$ cat src/rtl/alu_pkg.sv
package alu_pkg;

  typedef enum logic [2:0] {
    OP_PASS = 3'd0,
    OP_SHL  = 3'd1,
    OP_SHR  = 3'd2,
    OP_ADD  = 3'd3,
    OP_SUB  = 3'd4,
    OP_OR   = 3'd5,
    OP_AND  = 3'd6,
    OP_XOR  = 3'd7
  } alu_op_e;

  localparam int FLG_S = 7;
  localparam int FLG_Z = 6;
  localparam int FLG_C = 5;
  localparam int FLG_I = 4;
  localparam int FLG_D = 3;
  localparam int FLG_K = 2;

  localparam logic [7:0] STATUS_RST = 8'h10;

endpackage

$ cat src/rtl/alu_rst_sync.sv
module alu_rst_sync (
  input  logic clk,
  input  logic rst_n_in,
  output logic rst_n_out
);
  logic [1:0] sync_q;

  always_ff @(posedge clk or negedge rst_n_in) begin
    if (!rst_n_in) sync_q <= 2'b00;
    else           sync_q <= {sync_q[0], 1'b1};
  end

  assign rst_n_out = sync_q[1];
endmodule

$ cat src/rtl/alu_arith.sv
module alu_arith #(
  parameter int DIGITS = 2,
  localparam int W = 4 * DIGITS
) (
  input  logic [W-1:0] a,
  input  logic [W-1:0] b,
  input  logic         cin,
  input  logic         sub,
  input  logic         dec,
  output logic [W-1:0] sum,
  output logic         cout
);
  logic [W:0]   bin_wide;
  logic [W-1:0] bcd_sum;
  logic         bcd_cout;

  // binary path: subtract is a + ~b + carry (carry = no borrow)
  assign bin_wide = {1'b0, a} + {1'b0, (sub ? ~b : b)} + {{W{1'b0}}, cin};

  // decimal path: one digit per step, carry/borrow rippling upward
  always_comb begin
    logic       link;
    logic [4:0] t;
    bcd_sum = '0;
    link    = sub ? ~cin : cin;
    for (int i = 0; i < DIGITS; i++) begin
      if (sub) begin
        t = {1'b0, a[4*i +: 4]} - {1'b0, b[4*i +: 4]} - {4'b0, link};
        if (t[4]) begin
          t    = t + 5'd10;
          link = 1'b1;
        end else begin
          link = 1'b0;
        end
      end else begin
        t = {1'b0, a[4*i +: 4]} + {1'b0, b[4*i +: 4]} + {4'b0, link};
        if (t > 5'd9) begin
          t    = t + 5'd6;
          link = 1'b1;
        end else begin
          link = 1'b0;
        end
      end
      bcd_sum[4*i +: 4] = t[3:0];
    end
    bcd_cout = sub ? ~link : link;
  end

  assign sum  = dec ? bcd_sum  : bin_wide[W-1:0];
  assign cout = dec ? bcd_cout : bin_wide[W];
endmodule

$ cat src/rtl/alu_logic_shift.sv
module alu_logic_shift import alu_pkg::*; #(
  parameter int W = 8
) (
  input  logic [W-1:0] a,
  input  logic [W-1:0] b,
  input  alu_op_e      op,
  input  logic         rot,
  input  logic         cin,
  output logic [W-1:0] res,
  output logic         cout,
  output logic         c_upd
);
  logic fill;
  assign fill = rot & cin;

  always_comb begin
    res   = a;
    cout  = cin;
    c_upd = 1'b0;
    unique case (op)
      OP_SHL: begin
        res   = {a[W-2:0], fill};
        cout  = a[W-1];
        c_upd = 1'b1;
      end
      OP_SHR: begin
        res   = {fill, a[W-1:1]};
        cout  = a[0];
        c_upd = 1'b1;
      end
      OP_OR:   res = a | b;
      OP_AND:  res = a & b;
      OP_XOR:  res = a ^ b;
      default: res = a;
    endcase
  end
endmodule

$ cat src/rtl/alu_status_reg.sv
module alu_status_reg import alu_pkg::*; (
  input  logic       clk,
  input  logic       rst_n,
  input  logic       ld,
  input  logic [5:0] din,
  input  logic       upd,
  input  logic       s_new,
  input  logic       z_new,
  input  logic       c_new,
  output logic [7:0] status
);
  localparam int LSB = FLG_K;

  logic [7:LSB] flags_q, flags_d;
  logic         flags_en;

  always_comb begin
    flags_d = flags_q;
    if (ld) begin
      flags_d = din;
    end else if (upd) begin
      flags_d[FLG_S] = s_new;
      flags_d[FLG_Z] = z_new;
      flags_d[FLG_C] = c_new;
      flags_d[FLG_K] = 1'b0;
    end
  end

  assign flags_en = ld | upd;

  always_ff @(posedge clk or negedge rst_n) begin
    if (!rst_n)        flags_q <= STATUS_RST[7:LSB];
    else if (flags_en) flags_q <= flags_d;
  end

  assign status = {flags_q, {LSB{1'b0}}};
endmodule

$ cat src/rtl/alu_flag_unit.sv
module alu_flag_unit import alu_pkg::*; #(
  parameter int DIGITS = 2,
  localparam int DW = 4 * DIGITS
) (
  input  logic          clk,
  input  logic          rst_n,
  input  logic          op_valid,
  input  logic [2:0]    op_sel,
  input  logic          inv_en,
  input  logic          rot_en,
  input  logic          cmp_en,
  input  logic [DW-1:0] prim,
  input  logic [DW-1:0] sec,
  input  logic          p_load,
  input  logic [5:0]    flag_din,
  output logic [DW-1:0] result,
  output logic [7:0]    status
);
  alu_op_e       op;
  logic          rst_sync_n;
  logic          c_cur, d_cur;
  logic [DW-1:0] ar_sum, ls_res, base, final_val;
  logic          ar_cout, ls_cout, ls_cupd;
  logic          is_arith, c_base, c_upd;
  logic          s_new, z_new, c_new, lt;

  assign op    = alu_op_e'(op_sel);
  assign c_cur = status[FLG_C];
  assign d_cur = status[FLG_D];

  alu_rst_sync u_rst (
    .clk      (clk),
    .rst_n_in (rst_n),
    .rst_n_out(rst_sync_n)
  );

  alu_arith #(.DIGITS(DIGITS)) u_arith (
    .a   (prim),
    .b   (sec),
    .cin (c_cur),
    .sub (op == OP_SUB),
    .dec (d_cur),
    .sum (ar_sum),
    .cout(ar_cout)
  );

  alu_logic_shift #(.W(DW)) u_ls (
    .a    (prim),
    .b    (sec),
    .op   (op),
    .rot  (rot_en),
    .cin  (c_cur),
    .res  (ls_res),
    .cout (ls_cout),
    .c_upd(ls_cupd)
  );

  assign is_arith  = (op == OP_ADD) || (op == OP_SUB);
  assign base      = is_arith ? ar_sum  : ls_res;
  assign c_base    = is_arith ? ar_cout : ls_cout;
  assign c_upd     = is_arith | ls_cupd;
  assign final_val = inv_en ? ~base : base;
  assign lt        = prim < sec;

  always_comb begin
    if (cmp_en) begin
      result = prim;
      s_new  = lt;
      z_new  = (prim == sec);
      c_new  = ~lt;
    end else begin
      result = final_val;
      s_new  = final_val[DW-1];
      z_new  = (final_val == '0);
      c_new  = c_upd ? c_base : c_cur;
    end
  end

  alu_status_reg u_status (
    .clk   (clk),
    .rst_n (rst_sync_n),
    .ld    (p_load),
    .din   (flag_din),
    .upd   (op_valid),
    .s_new (s_new),
    .z_new (z_new),
    .c_new (c_new),
    .status(status)
  );
endmodule

$ cat config.mk
export PLATFORM = sky130hd
export DESIGN_NAME = alu_flag_unit
export DESIGN_NICKNAME = d
export VERILOG_FILES = /design/src/rtl/alu_pkg.sv /design/src/rtl/alu_rst_sync.sv /design/src/rtl/alu_arith.sv /design/src/rtl/alu_logic_shift.sv /design/src/rtl/alu_status_reg.sv /design/src/rtl/alu_flag_unit.sv
export SDC_FILE = /design/constraint.sdc
export NUM_CORES = 1
export LEC_CHECK = 0
export BUFFER_PORTS_ARGS = -buffer_cell sky130_fd_sc_hd__buf_2
export CAP_MARGIN = 10
export CORE_MARGIN = 10
export CORE_UTILIZATION = 55
export CTS_CLUSTER_DIAMETER = 100
export CTS_CLUSTER_SIZE = 16
export DETAILED_ROUTE_END_ITERATION = 7
export GPL_TIMING_DRIVEN = 0
export PLACE_DENSITY = 0.77
export SLEW_MARGIN = 20
export SYNTH_ARGS = -nofsm -noshare
export SYNTH_HDL_FRONTEND = slang
export SYNTH_SLANG_ARGS = --single-unit
$ cat constraint.sdc
create_clock -name clk -period 7.6 [get_ports clk]
set_input_delay 0.38 -clock clk [delete_from_list [all_inputs] [get_ports clk]]
set_output_delay 0.38 -clock clk [all_outputs]
set_load 0.005 [all_outputs]
Word level (Yosys, flattened, before mapping)
Index checks and enable logic that the tools add are counted.
{"block": "word_totals", "ff_bits": 8, "mem_count": 0, "latch_bits": 0, "mem_bits_rw": 0, "mem_bits_ro": 0, "elab_cells": 81, "in_bits": 32}
{"block": "classes", "n_bitwise": 11, "reduce_logical": 9, "n_shift": 0, "addsub": 14, "div": 0, "magnitude_cmp": 3, "n_mux": 32, "n_eq_ne": 8, "n_mul": 0}
{"op": "two-way mux 8 bit", "n": 5}
{"op": "one-hot mux 8 bit (5 select lines)", "n": 1}
{"op": "two-way mux 4 bit", "n": 6}
{"op": "two-way mux 1 bit", "n": 17}
{"op": "NOT 8 bit", "n": 2}
{"op": "== test 3 bit (second input constant)", "n": 4}
{"op": "adder 4 x 4 -> 5 bit", "n": 2}
{"op": "adder 5 x 1 -> 5 bit", "n": 2}
{"op": "> comparator 5 x 4 -> 1 bit (second input constant)", "n": 2}
{"op": "subtractor 4 x 4 -> 5 bit", "n": 2}
{"op": "subtractor 5 x 1 -> 5 bit", "n": 2}
{"op": "adder 8 x 8 -> 9 bit", "n": 1}
{"op": "adder 9 x 1 -> 9 bit", "n": 1}
{"op": "adder 4 x 3 -> 4 bit (second input constant)", "n": 2}
{"op": "adder 4 bit (second input constant)", "n": 2}
{"op": "bitwise AND 8 bit", "n": 1}
{"op": "== test 8 bit", "n": 1}
{"op": "zero test 8 bit", "n": 1}
{"op": "less-than comparator 8 bit", "n": 1}
{"op": "OR 8 bit", "n": 1}
{"op": "XOR 8 bit", "n": 1}
{"op": "== test 3 x 2 -> 1 bit (second input constant)", "n": 2}
{"op": "two-way mux 3 bit", "n": 2}
{"op": "nonzero test 5 bit", "n": 1}
{"op": "11 further kinds", "n": 15}

Depth between registers and ports, before layout
{"block": "logic_depth", "ltp_word": 18, "mapped_depth": 28}

By module
Synthesis repeated with hierarchy kept, for this count alone.
{"block": "hier_totals", "hier_cells": 434, "area_unflattened_um2": 3309.4}
{"mod": "alu_arith", "cells_per_inst": 199, "seq_area_each_um2": 0.0, "area_per_inst_um2": 1559.0, "instances": 1}
{"mod": "alu_logic_shift", "cells_per_inst": 117, "seq_area_each_um2": 0.0, "area_per_inst_um2": 758.2, "instances": 1}
{"mod": "alu_flag_unit", "cells_per_inst": 91, "seq_area_each_um2": 0.0, "area_per_inst_um2": 655.6, "instances": 1}
{"mod": "alu_status_reg", "cells_per_inst": 24, "seq_area_each_um2": 151.4, "area_per_inst_um2": 282.8, "instances": 1}
{"mod": "alu_rst_sync", "cells_per_inst": 3, "seq_area_each_um2": 50.0, "area_per_inst_um2": 53.8, "instances": 1}

Least setup slack after synthesis
OpenSTA, ideal clock, no wires.
{"block": "synth_path", "path_type": "input to output", "startpoint": "input op_sel[0]", "endpoint": "output result[6]", "stages": 28, "n_path_buf": 2, "setup_slack_ns": 0.666, "t_required_ns": 7.220, "t_arrival_ns": 6.554, "cell_sequence": "buf_2 > nor3b_2 > buf_2 > xnor2_1 > inv_1 > fa_1 > inv_1 > ha_1 > or2_2 > fa_1 > o21ai_0 > o2bb2ai_1 > o21a_1 > inv_1 > fa_1 > inv_1 > ha_1 > or2_2 > fa_1 > xnor2_1 > ha_1 > a21oi_1 > o31ai_1 > o31a_1 > a221o_1 > nand2_1 > xor2_1 > o21ai_0"}
{"block": "synth_via", "elab_chain_len": 15, "elab_cells_between_ends": 32, "cone_classes": "add/sub: 8; order compare: 2; eq/ne: 7; mux: 13; bitwise: 1; reduce/logical: 1"}
{"element": "from (decl)", "line_no": "alu_flag_unit.sv:8", "text": "input logic [2:0] op_sel,"}
{"element": "== test 3 bit", "line_no": "alu_flag_unit.sv:41, alu_flag_unit.sv:58"}
{"element": "two-way mux 1 bit", "line_no": "alu_arith.sv:25", "text": "link = sub ? ~cin : cin;"}
{"element": "adder 5 x 1 -> 5 bit", "line_no": "alu_arith.sv:36", "text": "t = {1'b0, a[4*i +: 4]} + {1'b0, b[4*i +: 4]} + {4'b0, link};"}
{"element": "> comparator 5 x 4 -> 1 bit", "line_no": "alu_arith.sv:37", "text": "if (t > 5'd9) begin"}
{"element": "two-way mux 1 bit", "line_no": "alu_arith.sv:37"}
{"element": "two-way mux 1 bit", "line_no": "alu_arith.sv:27", "text": "if (sub) begin"}
{"element": "adder 5 x 1 -> 5 bit or subtractor 5 x 1 -> 5 bit (tied branches)", "line_no": "alu_arith.sv:36, alu_arith.sv:28"}
{"element": "adder 4 x 3 -> 4 bit, or another cell as far along", "line_no": "alu_arith.sv:38", "text": "t = t + 5'd6;"}
{"element": "two-way mux 4 bit (on tied branches)", "line_no": "alu_arith.sv:37, alu_arith.sv:29"}
{"element": "two-way mux 4 bit", "line_no": "alu_arith.sv:27"}
{"element": "two-way mux 8 bit", "line_no": "alu_arith.sv:49", "text": "assign sum = dec ? bcd_sum : bin_wide[W-1:0];"}
{"element": "two-way mux 8 bit (*)", "line_no": "alu_flag_unit.sv:59", "text": "assign base = is_arith ? ar_sum : ls_res;"}
{"element": "NOT 8 bit", "line_no": "alu_flag_unit.sv:62", "text": "assign final_val = inv_en ? ~base : base;"}
{"element": "two-way mux 8 bit (*)", "line_no": "alu_flag_unit.sv:62"}
{"element": "two-way mux 8 bit (*)", "line_no": "alu_flag_unit.sv:66", "text": "if (cmp_en) begin"}
{"element": "to (decl)", "line_no": "alu_flag_unit.sv:16", "text": "output logic [DW-1:0] result,"}
Mark *: on every way between the ends. The rest lies on a longest branch, timed or not.

Worst setup path in the final report
Same ends and word-level chain as after synthesis.

==> metrics.txt <==
clock share of power=0.110; Min Hold Slack=0.0914 ns; H-Tree Depth=1; register share of total power=0.100; hpwl dp=around 8.0 mm; number of synthesized flops with an enable pin=0; critical path's slowest cell=fa_2; clock skew=between 0.003 and 0.004 ns; Cell Area, Synth=0.00326 sq mm; status=completed; initial core utilization=0.578; Fin. Hold Viols=0; Slew Viols, Final=0; # port buffers=45; worst setup margin=0.217 ns; Clock Sinks=8; Die X=97.0 um; CP Launch Type=input port; Overflow after GRT=0; PD cells=133 mW/mm^2; Cell Area, Placed=approximately 0.0036 sq mm; leading register cell type out of synthesis=dfrtp_1; final setup fails=0; # diodes=0; warnings from Yosys=0; Tmin final=around 7.4 ns; ANT nets after route=0; switching share of power=0.490; largest net degree at the start of global routing=12; Max stage delay on crit path=0.58 ns; Global Route Usage Sum=0.196; initial antenna violation count=0; Logic pwr share=0.790; top-area cell type share of the netlist area=0.188; via density per instance=6.18; Die ar.=0.00941 sq mm; CP Data Arrival Time=about 7.0 ns; Max Clock Freq=0.135 GHz; wire per inst=~18 um; core footprint=0.00564 sq mm; fraction of layout cells with a size suffix above 1=0.183; overall power=0.497 mW; CP required=between 7 and 8 ns; 1st-pass router iterations=5; Inserted Clock Buffers=3; via total after detailed routing=~3,500; Avg Inst Size Synth=between 7 and 8 sq um; Tcrit/Tclk final=0.971; Core Util, Final=0.661; DRC viols=0; TritonCTS clock tree=yes; Area growth syn-to-layout=14.3%; Final #Nets=a little under 600; slew margin rel.=0.547; Hold Crit Class=register to async pin; Psw=between 0.2 and 0.25 mW; sequential area share after synthesis=0.0618; flops & latches, synth=8; most common cell in the netlist=ha_1; P_leak=between 1.5 and 2 nW; die height=97.0 um; Power Internal=0.253 mW; crit-path max FO=10; Synth cell types=between 70 and 80; Peak supply drop=between 0.00015 and 0.0002 V; design area=between 0.003 and 0.004 sq mm; Core Rows=27; Syn Inst Count=between 400 and 500; latest clock arrival within the worst-skew pair=between 0.2 and 0.25 ns; Worst-path clk slew=about 0.040 ns; vias in the first global route=about 3,300; CTS max path bufs=2; share of flip-flops with an asynchronous set or reset=1.00; io pins=48; GP Congestion=slightly above 0.9; Critical Path End Type=output pin; Critical Setup Path Class=input port to output pin; Yosys top cell by area=ha_1; Worst-Margin Slew=approximately 0.67 ns; initial DRC count=362; first-pass GRT wire length=approximately 16 mm; Synth top cells by count=ha_1, inv_1, nand2_1, a21oi_1, o21ai_0; Synth area leaders=ha_1, fa_1, xnor2_1; Max-cap violations=0; Routed WL=10.1 mm; Placement Setup Slack=-0.600 ns; Root Driver=clkbuf_8
==> power groups by stage <==
stage	Sequential, mW	Combinational (mW)	Clock, mW
floorplan	0.0497	0.275	0
global placement	0.0502	0.362	0
detailed placement	0.0503	0.369	0
CTS	0.0498	0.376	0.0549
global route	0.0503	0.431	0.0566
finish	0.0498	0.393	0.0545
==> kinds of logic after synthesis <==
| group | share of synthesized area |
|---|---|
| compound gates | 0.288 |
| simple gates | 0.200 |
| buf+inv | 0.0806 |
| fa+ha+maj | 0.249 |
| xor+xnor | 0.0832 |
| mux | 0.0349 |
| flops | 0.0618 |
| other cells | 0.00230 |
==> state kept, by name, summed over array words and instances (netlist names) <==
register / flops
u_rst.sync_q: 2
u_status.flags_q: 6
==> timing repair <==
item / CTS / global route
setup buffers: 1 / 6
hold endpoints to repair: 2 / 0
resized for setup: 5 / 6
hold buffers: 1 / 0
endpoints found under the setup margin: 4 / 3
pin swaps: 1 / 2
==> placed cells by master (no fill, tap or decap), types with 4 or more instances in the layout <==
cell type  netlist  routed
ha_1            49      49
buf_4            4      11
o22ai_1          5       5
nand2b_1         7       7
buf_2            9      53
a211oi_1         7       7
and3b_1          4       4
dfrtp_1          7       7
clkbuf_1         6       7
xor2_1          10       9
nor2_1          28      28
nor3_1           9       9
nand2_1         34      34
o21bai_1         5       5
o31ai_1          5       5
a21o_1           4       4
nor2b_1          6       6
xnor2_1         21      21
or2_2            4       4
fa_2             0       5
o21ai_0         31      30
and2_1           5       5
a31oi_1          5       5
a211o_1          4       4
mux2i_1          8       8
o221ai_1         6       6
a21oi_1         31      31
o21a_1           5       5
inv_1           36      36
fa_1            10       5
nand3b_1         4       4
==> layout make-up <==
| type | count | area, sq um |
|---|---|---|
| Inverter | 38 | 143 |
| Buffer | 23 | 126 |
| Tap cell | 72 | 90.1 |
| Clock buffer | 4 | 45.0 |
| Fill cell | 504 | 1910 |
| Sequential cell | 8 | 201 |
| Multi-Input combinational cell | 367 | 2830 |
| Timing Repair Buffer | 53 | 288 |
==> through the flow <==
step | setup TNS (ns) | std cells
floorplan | 0 | 436
CTS | 0 | 559
detailed placement | -1.73 | 553
global route | -0.0295 | 565
finish | 0 | 565
global placement | -1.52 | 553
==> path summary, 6_finish.rpt <==
check                               startpoint                  end  slack, ns  cells past startpoint
setup / recovery                     op_sel[0]            result[6]       0.22                     30
hold / removal                 u_rst.sync_q[1]  u_status.flags_q[5]       0.09                      0
setup reg to reg           u_status.flags_q[5]  u_status.flags_q[6]       1.09                     25
hold reg to reg                u_rst.sync_q[1]  u_status.flags_q[5]       0.09                      0
max in group asynchronous                rst_n      u_rst.sync_q[0]       7.05                      2
min in group clk               u_rst.sync_q[0]      u_rst.sync_q[1]       0.36                      0
==> metal layers <==
metal | part of all wire | GRT usage | vias to the layer above
met5 | 0 | 0 | -
met1 | 0.44 | 0.269 | 1599
met3 | 0.098 | 0.0192 | 14
li1 | - | - | 1675
met2 | 0.45 | 0.310 | 204
met4 | 0.014 | 0.0620 | 0
==> worst max-delay path, delay by kind of cell <==
kind / cells / cell delay (ns)
AND/OR/NAND/NOR: 4 / 1.05
AO/OA/AOI/OAI: 8 / 1.53
XOR/XNOR: 3 / 0.39
adder cells (fa/ha/maj): 7 / 2.65
buffers and inverters: 8 / 0.97
No activity file was read; power rests on OpenSTA's default activity.
